[config.mk]
export PLATFORM = sky130hd
export DESIGN_NAME = hyp_dbg_trap_ctl
export DESIGN_NICKNAME = d
export VERILOG_FILES = /design/src/rtl/hdt_pkg.sv /design/src/rtl/hdt_cfg_reg.sv /design/src/rtl/hdt_trap_decide.sv /design/src/rtl/hdt_ctr_gate.sv /design/src/rtl/hyp_dbg_trap_ctl.sv
export SDC_FILE = /design/constraint.sdc
export NUM_CORES = 1
export LEC_CHECK = 0
export BUFFER_PORTS_ARGS = -buffer_cell sky130_fd_sc_hd__buf_2
export CORE_AREA = 2 2 47 60
export CTS_BUF_LIST = sky130_fd_sc_hd__clkbuf_2
export DETAILED_ROUTE_END_ITERATION = 16
export DIE_AREA = 0 0 49 62
export GPL_ROUTABILITY_DRIVEN = 0
export PLACE_DENSITY = 0.9
export SYNTH_ARGS = -nofsm -noshare
export SYNTH_HDL_FRONTEND = slang
export SYNTH_SLANG_ARGS = --single-unit
[constraint.sdc]
create_clock -name clk -period 5.6 [get_ports clk]
set_input_delay 0.28 -clock clk [delete_from_list [all_inputs] [get_ports clk]]
set_output_delay 0.28 -clock clk [all_outputs]
set_load 0.02 [all_outputs]
[src/rtl/hdt_pkg.sv]
package hdt_pkg;
  typedef enum logic [2:0] {
    CLS_DROM   = 3'd0,
    CLS_DOS    = 3'd1,
    CLS_DOTHER = 3'd2,
    CLS_PMCTL  = 3'd3,
    CLS_PMREG  = 3'd4,
    CLS_PMCTR  = 3'd5
  } acc_cls_e;

  localparam int CNT_W   = 5;
  localparam int CTL_W   = 12;
  localparam int WORD_W  = 32;

  typedef struct packed {
    logic             rom_trap;
    logic             os_trap;
    logic             dbg_trap;
    logic             exc_trap;
    logic             hyp_ctr_en;
    logic             mon_trap;
    logic             ctl_trap;
    logic [CNT_W-1:0] guest_cnt;
  } ctl_fields_t;
endpackage

[src/rtl/hdt_cfg_reg.sv]
module hdt_cfg_reg
  import hdt_pkg::*;
#(
  parameter int RESET_CNT = 6
) (
  input  logic              clk,
  input  logic              rst_n,
  input  logic              wr_en,
  input  logic              rd_en,
  input  logic [WORD_W-1:0] wdata,
  input  logic [1:0]        el,
  input  logic              ns,
  output logic [WORD_W-1:0] rdata,
  output logic              denied,
  output ctl_fields_t       fields
);
  localparam int PAD_W = WORD_W - CTL_W;

  logic        acc_ok;
  logic        wr_ok;
  ctl_fields_t wfld;
  ctl_fields_t stored;
  logic        ctr_en_q;

  assign acc_ok = ns && el[1];
  assign wr_ok  = wr_en && acc_ok;
  assign wfld   = ctl_fields_t'(wdata[CTL_W-1:0]);

  always_ff @(posedge clk or negedge rst_n) begin
    if (!rst_n) begin
      stored.rom_trap  <= 1'b0;
      stored.os_trap   <= 1'b0;
      stored.dbg_trap  <= 1'b0;
      stored.exc_trap  <= 1'b0;
      stored.mon_trap  <= 1'b0;
      stored.ctl_trap  <= 1'b0;
      stored.guest_cnt <= CNT_W'(RESET_CNT);
    end else if (wr_ok) begin
      stored.rom_trap  <= wfld.rom_trap;
      stored.os_trap   <= wfld.os_trap;
      stored.dbg_trap  <= wfld.dbg_trap;
      stored.exc_trap  <= wfld.exc_trap;
      stored.mon_trap  <= wfld.mon_trap;
      stored.ctl_trap  <= wfld.ctl_trap;
      stored.guest_cnt <= wfld.guest_cnt;
    end
  end

  // counter enable has no defined reset value
  always_ff @(posedge clk) begin
    if (wr_ok) ctr_en_q <= wfld.hyp_ctr_en;
  end

  always_comb begin
    fields            = stored;
    fields.hyp_ctr_en = ctr_en_q;
  end

  assign rdata  = (rd_en && acc_ok) ? {{PAD_W{1'b0}}, fields} : '0;
  assign denied = (wr_en || rd_en) && !acc_ok;

  assert_rsvd_zero_R1: assert property (@(posedge clk) disable iff (!rst_n)
    rdata[WORD_W-1:CTL_W] == '0);

  assert_denied_hold_R2: assert property (@(posedge clk) disable iff (!rst_n)
    (wr_en && denied) |=> $stable(fields));
endmodule

[src/rtl/hdt_trap_decide.sv]
module hdt_trap_decide
  import hdt_pkg::*;
(
  input  logic        clk,
  input  logic        rst_n,
  input  ctl_fields_t fields,
  input  logic        tge,
  input  logic        req_valid,
  input  logic [2:0]  req_class,
  input  logic [1:0]  req_el,
  input  logic        req_ns,
  input  logic        dbg_exc,
  output logic        trap,
  output logic        route_to_hyp
);
  logic     guest;
  logic     eff_exc;
  logic     dbg_force;
  acc_cls_e cls;
  logic     class_hit;

  assign guest     = req_ns && !req_el[1];
  assign eff_exc   = fields.exc_trap || tge;
  assign dbg_force = eff_exc;
  assign cls       = acc_cls_e'(req_class);

  always_comb begin
    unique case (cls)
      CLS_DROM:   class_hit = fields.rom_trap || dbg_force;
      CLS_DOS:    class_hit = fields.os_trap  || dbg_force;
      CLS_DOTHER: class_hit = fields.dbg_trap || dbg_force;
      CLS_PMCTL:  class_hit = fields.ctl_trap || fields.mon_trap;
      CLS_PMREG:  class_hit = fields.mon_trap;
      CLS_PMCTR:  class_hit = fields.mon_trap;
      default:    class_hit = 1'b0;
    endcase
  end

  assign trap         = req_valid && guest && class_hit;
  assign route_to_hyp = dbg_exc && guest && eff_exc;

  assert_lower_only_R7: assert property (@(posedge clk) disable iff (!rst_n)
    trap |-> (req_valid && req_ns && req_el < 2'd2));

  assert_tge_force_R5: assert property (@(posedge clk) disable iff (!rst_n)
    (req_valid && req_ns && req_el < 2'd2 && tge && req_class <= 3'd2) |-> trap);

  assert_route_cause_R11: assert property (@(posedge clk) disable iff (!rst_n)
    route_to_hyp |-> (dbg_exc && req_ns && (tge || fields.exc_trap)));
endmodule

[src/rtl/hdt_ctr_gate.sv]
module hdt_ctr_gate
  import hdt_pkg::*;
#(
  parameter int NUM_CTR = 8
) (
  input  logic             clk,
  input  logic             rst_n,
  input  ctl_fields_t      fields,
  input  logic             req_valid,
  input  logic [2:0]       req_class,
  input  logic [CNT_W-1:0] req_ctr_idx,
  input  logic [1:0]       req_el,
  input  logic             req_ns,
  input  logic             user_en,
  input  logic             trap,
  output logic             ctr_grant
);
  localparam logic [CNT_W-1:0] N_CTR = CNT_W'(NUM_CTR);

  logic             cnt_legal;
  logic [CNT_W-1:0] guest_lim;
  logic             implemented;
  logic             in_guest;
  logic             is_ctr;

  assign cnt_legal   = (fields.guest_cnt != '0) && (fields.guest_cnt <= N_CTR);
  assign guest_lim   = cnt_legal ? fields.guest_cnt : '0;
  assign implemented = req_ctr_idx < N_CTR;
  assign in_guest    = req_ctr_idx < guest_lim;
  assign is_ctr      = req_valid && (req_class == CLS_PMCTR);

  always_comb begin
    ctr_grant = 1'b0;
    if (is_ctr && implemented) begin
      if (!req_ns || req_el == 2'd3)
        ctr_grant = 1'b1;
      else if (req_el == 2'd2)
        ctr_grant = in_guest || fields.hyp_ctr_en;
      else
        ctr_grant = in_guest && !trap && (req_el[0] || user_en);
    end
  end

  assert_grant_excl_R8: assert property (@(posedge clk) disable iff (!rst_n)
    ctr_grant |-> !trap);

  assert_grant_range_R9: assert property (@(posedge clk) disable iff (!rst_n)
    ctr_grant |-> (req_ctr_idx < N_CTR && req_valid));

  assert_illegal_none_R10: assert property (@(posedge clk) disable iff (!rst_n)
    (ctr_grant && req_ns && req_el < 2'd2) |->
      (fields.guest_cnt != '0 && fields.guest_cnt <= N_CTR));
endmodule

[src/rtl/hyp_dbg_trap_ctl.sv]
module hyp_dbg_trap_ctl
  import hdt_pkg::*;
#(
  parameter int NUM_CTR   = 8,
  parameter int RESET_CNT = 6
) (
  input  logic        clk,
  input  logic        rst_n,
  input  logic        cfg_wr_en,
  input  logic        cfg_rd_en,
  input  logic [31:0] cfg_wdata,
  input  logic [1:0]  cfg_el,
  input  logic        cfg_ns,
  output logic [31:0] cfg_rdata,
  output logic        cfg_denied,
  input  logic        req_valid,
  input  logic [2:0]  req_class,
  input  logic [4:0]  req_ctr_idx,
  input  logic [1:0]  req_el,
  input  logic        req_ns,
  input  logic        tge,
  input  logic        user_en,
  input  logic        dbg_exc,
  output logic        trap,
  output logic        ctr_grant,
  output logic        route_to_hyp
);
  ctl_fields_t fields;
  logic        trap_w;

  hdt_cfg_reg #(.RESET_CNT(RESET_CNT)) u_reg (
    .clk    (clk),
    .rst_n  (rst_n),
    .wr_en  (cfg_wr_en),
    .rd_en  (cfg_rd_en),
    .wdata  (cfg_wdata),
    .el     (cfg_el),
    .ns     (cfg_ns),
    .rdata  (cfg_rdata),
    .denied (cfg_denied),
    .fields (fields)
  );

  hdt_trap_decide u_trap (
    .clk          (clk),
    .rst_n        (rst_n),
    .fields       (fields),
    .tge          (tge),
    .req_valid    (req_valid),
    .req_class    (req_class),
    .req_el       (req_el),
    .req_ns       (req_ns),
    .dbg_exc      (dbg_exc),
    .trap         (trap_w),
    .route_to_hyp (route_to_hyp)
  );

  hdt_ctr_gate #(.NUM_CTR(NUM_CTR)) u_gate (
    .clk         (clk),
    .rst_n       (rst_n),
    .fields      (fields),
    .req_valid   (req_valid),
    .req_class   (req_class),
    .req_ctr_idx (req_ctr_idx),
    .req_el      (req_el),
    .req_ns      (req_ns),
    .user_en     (user_en),
    .trap        (trap_w),
    .ctr_grant   (ctr_grant)
  );

  assign trap = trap_w;
endmodule

Yosys cells after proc, flatten, opt, wreduce, memory -nomap -nowiden --
Cells that the tools add are included.
Storage, ports and cells: register bits 12, input bits 54, output and inout bits 36
Cells by class: magnitude comparators 3, eq/ne operators 7, mux-type cells 6, reductions and logical operators 30
Operators by type and width (number):
- logical AND 1 bit | 14
- 2-to-1 mux 12 bit | 1
- logical OR 1 bit | 9
- equality test 3 x 2 -> 1 bit (second input constant) | 2
- equality test 3 bit (second input constant) | 2
- <= comparator 5 x 4 -> 1 bit (second input constant) | 1
- less-than comparator 5 x 4 -> 1 bit (second input constant) | 1
- less-than comparator 5 bit | 1
- 2-to-1 mux 5 bit | 1
- case mux 1 bit (5 select lines) | 1
- nonzero test 5 bit | 1
- equality test 2 bit (second input constant) | 2
- logical NOT 1 bit | 4
- equality test 3 x 1 -> 1 bit (second input constant) | 1
- logical NOT 3 bit | 1
- 2-to-1 mux 1 bit | 3
- OR reduction 2 bit | 1

Longest topological paths before layout --
depth in word-level cells 10, mapped depth 7, depth with buffers taken out 7

By module --
A second synthesis with hierarchy kept.
Unflattened totals: cell total of the unflattened synthesis 99, area, all modules 1004.7 µm²
By module, submodules not included:
- hdt_cfg_reg | instances 1, cells an instance 64, area an instance 747.0 µm²
- hdt_ctr_gate | instances 1, cells an instance 24, area an instance 163.9 µm²
- hdt_trap_decide | instances 1, cells an instance 11, area an instance 93.8 µm²

Worst setup path after synthesis --
No wires, ideal clock.
path type reg2out, start register u_reg.stored, in the netlist u_reg.fields[4], end output port ctr_grant, arrival time 1.884 ns, path slack 3.436 ns, cell stages (with the launch flop) 7, buffers on the path 0, path through dfrtp_1 or4_1 ha_1 a21o_1 a211oi_1 nand3_1 o21ai_2
Between the ends: longest elaborated chain between the ends 9
Ends and longest elaborated chain:
- start, declared | line hdt_cfg_reg.sv:22 | ctl_fields_t stored;
- <= comparator 5 x 4 -> 1 bit or nonzero test 5 bit (tied branches) | line hdt_ctr_gate.sv:26 | assign cnt_legal = (fields.guest_cnt != '0) && (fields.guest_cnt <= N_CTR);
- logical AND 1 bit | line hdt_ctr_gate.sv:26
- 2-to-1 mux 5 bit (*) | line hdt_ctr_gate.sv:27 | assign guest_lim = cnt_legal ? fields.guest_cnt : '0;
- less-than comparator 5 bit (*) | line hdt_ctr_gate.sv:29 | assign in_guest = req_ctr_idx < guest_lim;
- logical AND 1 bit (2 in series) | line hdt_ctr_gate.sv:40 | ctr_grant = in_guest && !trap && (req_el[0] || user_en);
- 2-to-1 mux 1 bit (*) | line hdt_ctr_gate.sv:37 | else if (req_el == 2'd2)
- 2-to-1 mux 1 bit (*) | line hdt_ctr_gate.sv:35 | if (!req_ns || req_el == 2'd3)
- 2-to-1 mux 1 bit (*) | line hdt_ctr_gate.sv:34 | if (is_ctr && implemented) begin
- end, declared | line hyp_dbg_trap_ctl.sv:25 | output logic ctr_grant,
Every way passes the cells marked *; elsewhere a longest branch is shown, timed or not.

Worst setup path in the final report --
Ends and elaborated chain as after synthesis.

==> flow_summary.yaml <==
worst_hold_path:
  hp-class: "input port to flop"
sta:
  slew_viol_final: 0
  rsz0062_at_grt: "false"
  tightest_slew_ps: 553.7
  setup_violations: 0
  fin_tns_setup_ps: 0
  hold_viol: 0
  slew-limit-headroom: 0.6298
  finalHoldWorstSlack_ps: 193.9
  clock_skew_ps: 0
  fmax_ghz: 0.3868
  period_share: 0.4617
  period_needed_ps: 2585
logic_synthesis:
  syn_inst: 98
  async_flop_share: 0.9167
  synthFlopType: "dfrtp_1"
  yosys-top-cells-count: "20 x buf_4, 11 x and2_1, 11 x mux2_2"
  synth_top_area_cell: "dfrtp_1"
  synth_top_area_share: 0.2384
  syn_area_per_cell_um2: 9.639
  ys_warn_count: 0
  synth_seq_cells: 12
  synth_enable_flop_cells: 1
  yosys-top-cells-area: "dfrtp_1 24%, buf_4 16%, mux2_2 13%"
  synth_area_um2: 944.7
  seq_area_frac_synth: 0.3258
  ys_types: 33
  synth.most_common_cell: "buf_4"
global_routing:
  grt-ovfl-total: 0
  grt_start_max_net_pins: 13
  grt_usage: 0.1313
  antenna_found_initial: 0
  grt_pass1_vias: 721
  grt_pass1_wl_um: 3042
layout:
  final_area_um2: 1169
  final_layout_size_suffix_gt1_frac: 0.4662
  synthToLayoutAreaGrowth_pct: 23.71
  final_nets: 207
  final_core_util: 0.4585
  n_fill_cell: 256
  diodes: 0
clock_tree:
  tritoncts: "built"
  cts_root_buffer: "clkbuf_2"
  numCtsBuffers: 3
  path_clk_slew_ps: 110
  cts_max_level: 1
  clock-sinks: 12
  clk_latency_ps: 260
  cts_max_path_buffers: 2
floorplanning:
  ioPinCount: 90
  dieWidth_um: 49
  die_y_um: 62
  start_util: 0.3706
  die-area_um2: 3038
  coreArea_um2: 2549
  row_count: 21
routing:
  drc: 0
  drt_iter0_drc: 29
  routedWlPerCell_um: 11.17
  vias: 826
  dr.pass1.iters: 2
  ant_nets: 0
  viasPerCell: 4.538
  drt_wl_total_um: 2033
pwr:
  p_sw_mw: 0.08582
  clkPwrFrac: 0.177
  ir_drop_mv: 0.1069
  cellPowerDensity_nw_per_um2: 207.4
  p_int_mw: 0.1565
  comb_power_share: 0.326
  seqPwrFrac: 0.497
  p_leak_nw: 0.6324
  swShare: 0.3542
critical_path:
  cp.required_ps: 5320
  reg2reg_slack_ps: 4750
  worstPathArrival_ps: 2310
  worst-path-max-fanout: 4
  path_class: "flop to output pin"
  critPathCaptureType: "output pin"
  cp-start-kind: "flop"
run_status:
  status: "complete, no violations"
placement:
  place.detailed.hpwl_um: 1702
  postPlaceCellArea_um2: 1140
  port_buffers: 48
flow_run:
  cap_violations: 0
## timing repair
item	in CTS	in global routing
setup endpoints to repair	0	0
gates resized for setup	0	0
buffers inserted	0	0
hold buffers	1	0
endpoints found under the hold margin	9	0
## power groups by stage
| stage | logic (mW) | registers [mW] | clock network [mW] |
|---|---|---|---|
| 2_1_floorplan | 0.0646 | 0.117 | 0 |
| 3_3_place_gp | 0.0754 | 0.121 | 0 |
| 3_5_place_dp | 0.0786 | 0.122 | 0 |
| 4_1_cts | 0.0793 | 0.120 | 0.0444 |
| 5_1_grt | 0.0887 | 0.123 | 0.0462 |
| 6_report | 0.0789 | 0.120 | 0.0430 |
## through the flow
step                power, mW  setup slack [ps]  instances
finish                 0.2423              3015        182
global route           0.2581              2884        182
CTS                    0.2437              3007        182
detailed placement     0.2005              3313        177
global placement       0.1964              3319        177
floorplan              0.1811              3436        117
## cells by family (layout without fill, tap and decap cells)
| family | count (synthesis) | count (layout) | share of synthesized area |
|---|---|---|---|
| fa+ha+maj | 4 | 4 | 0.05298 |
| other cells | 2 | 21 | 0.007950 |
| mux | 12 | 12 | 0.1417 |
| simple gates | 31 | 31 | 0.1828 |
| buf+inv | 24 | 55 | 0.1761 |
| compound gates | 13 | 13 | 0.1126 |
| flops | 12 | 12 | 0.3258 |
## sequential cells by signal, indices dropped and copies added (netlist names)
signal and cells:
u_reg.fields 11, u_reg.ctr_en_q 1
## cell usage in the layout, fill, tap and decap left out, types with 2 or more instances in the layout
| cell | netlist | final |
|---|---|---|
| o21ai_0 | 2 | 2 |
| nand2_1 | 4 | 4 |
| a21oi_1 | 2 | 2 |
| a211oi_1 | 2 | 2 |
| clkbuf_2 | 0 | 3 |
| nor2_1 | 4 | 4 |
| mux2_2 | 11 | 11 |
| nand3_1 | 2 | 2 |
| inv_1 | 2 | 2 |
| nor3_1 | 3 | 3 |
| ha_1 | 4 | 4 |
| and2_1 | 11 | 11 |
| buf_2 | 1 | 48 |
| conb_1 | 2 | 21 |
| dfstp_2 | 2 | 2 |
| dfrtp_1 | 9 | 9 |
## routing by layer
| layer | GRT usage | up-vias | wire length [um] |
|---|---|---|---|
| li1 | - | 401 | - |
| met1 | 0.1507 | 376 | 798 |
| met2 | 0.2348 | 42 | 1029 |
| met3 | 0.02632 | 7 | 161 |
| met4 | 0.07347 | 0 | 44 |
| met5 | 0 | - | 0 |
## final cells by class
class                   count  area, um^2  share of cell area
clock buffers               3       15.01             0.01285
clock inverters             1       3.754            0.003212
inverters                   2       7.507            0.006424
flip-flops and latches     12       307.8              0.2634
well taps                  34       42.54             0.03640
repair buffers             49       250.2              0.2141
multi-input cells          81       541.8              0.4636
## worst max-delay path: stages (launching register included)
cell,delay (ps)
dfrtp_1,420
or4_1,530
ha_1,310
a21o_1,160
a211oi_1,210
nand3_1,110
o21ai_2,120
buf_2,170
## path summary, 6_finish.rpt
path | cells after the start | from | endpoint
min reg2reg | 1 | u_reg.fields[5] | u_reg.fields[5]
min | 1 | cfg_wdata[7] | u_reg.ctr_en_q
max reg2reg | 1 | u_reg.fields[8] | u_reg.fields[8]
min in group asynchronous | 2 | rst_n | u_reg.fields[4]
max in group asynchronous | 2 | rst_n | u_reg.fields[2]
max | 7 | u_reg.fields[4] | ctr_grant
No activity file was read; power rests on OpenSTA's default activity.
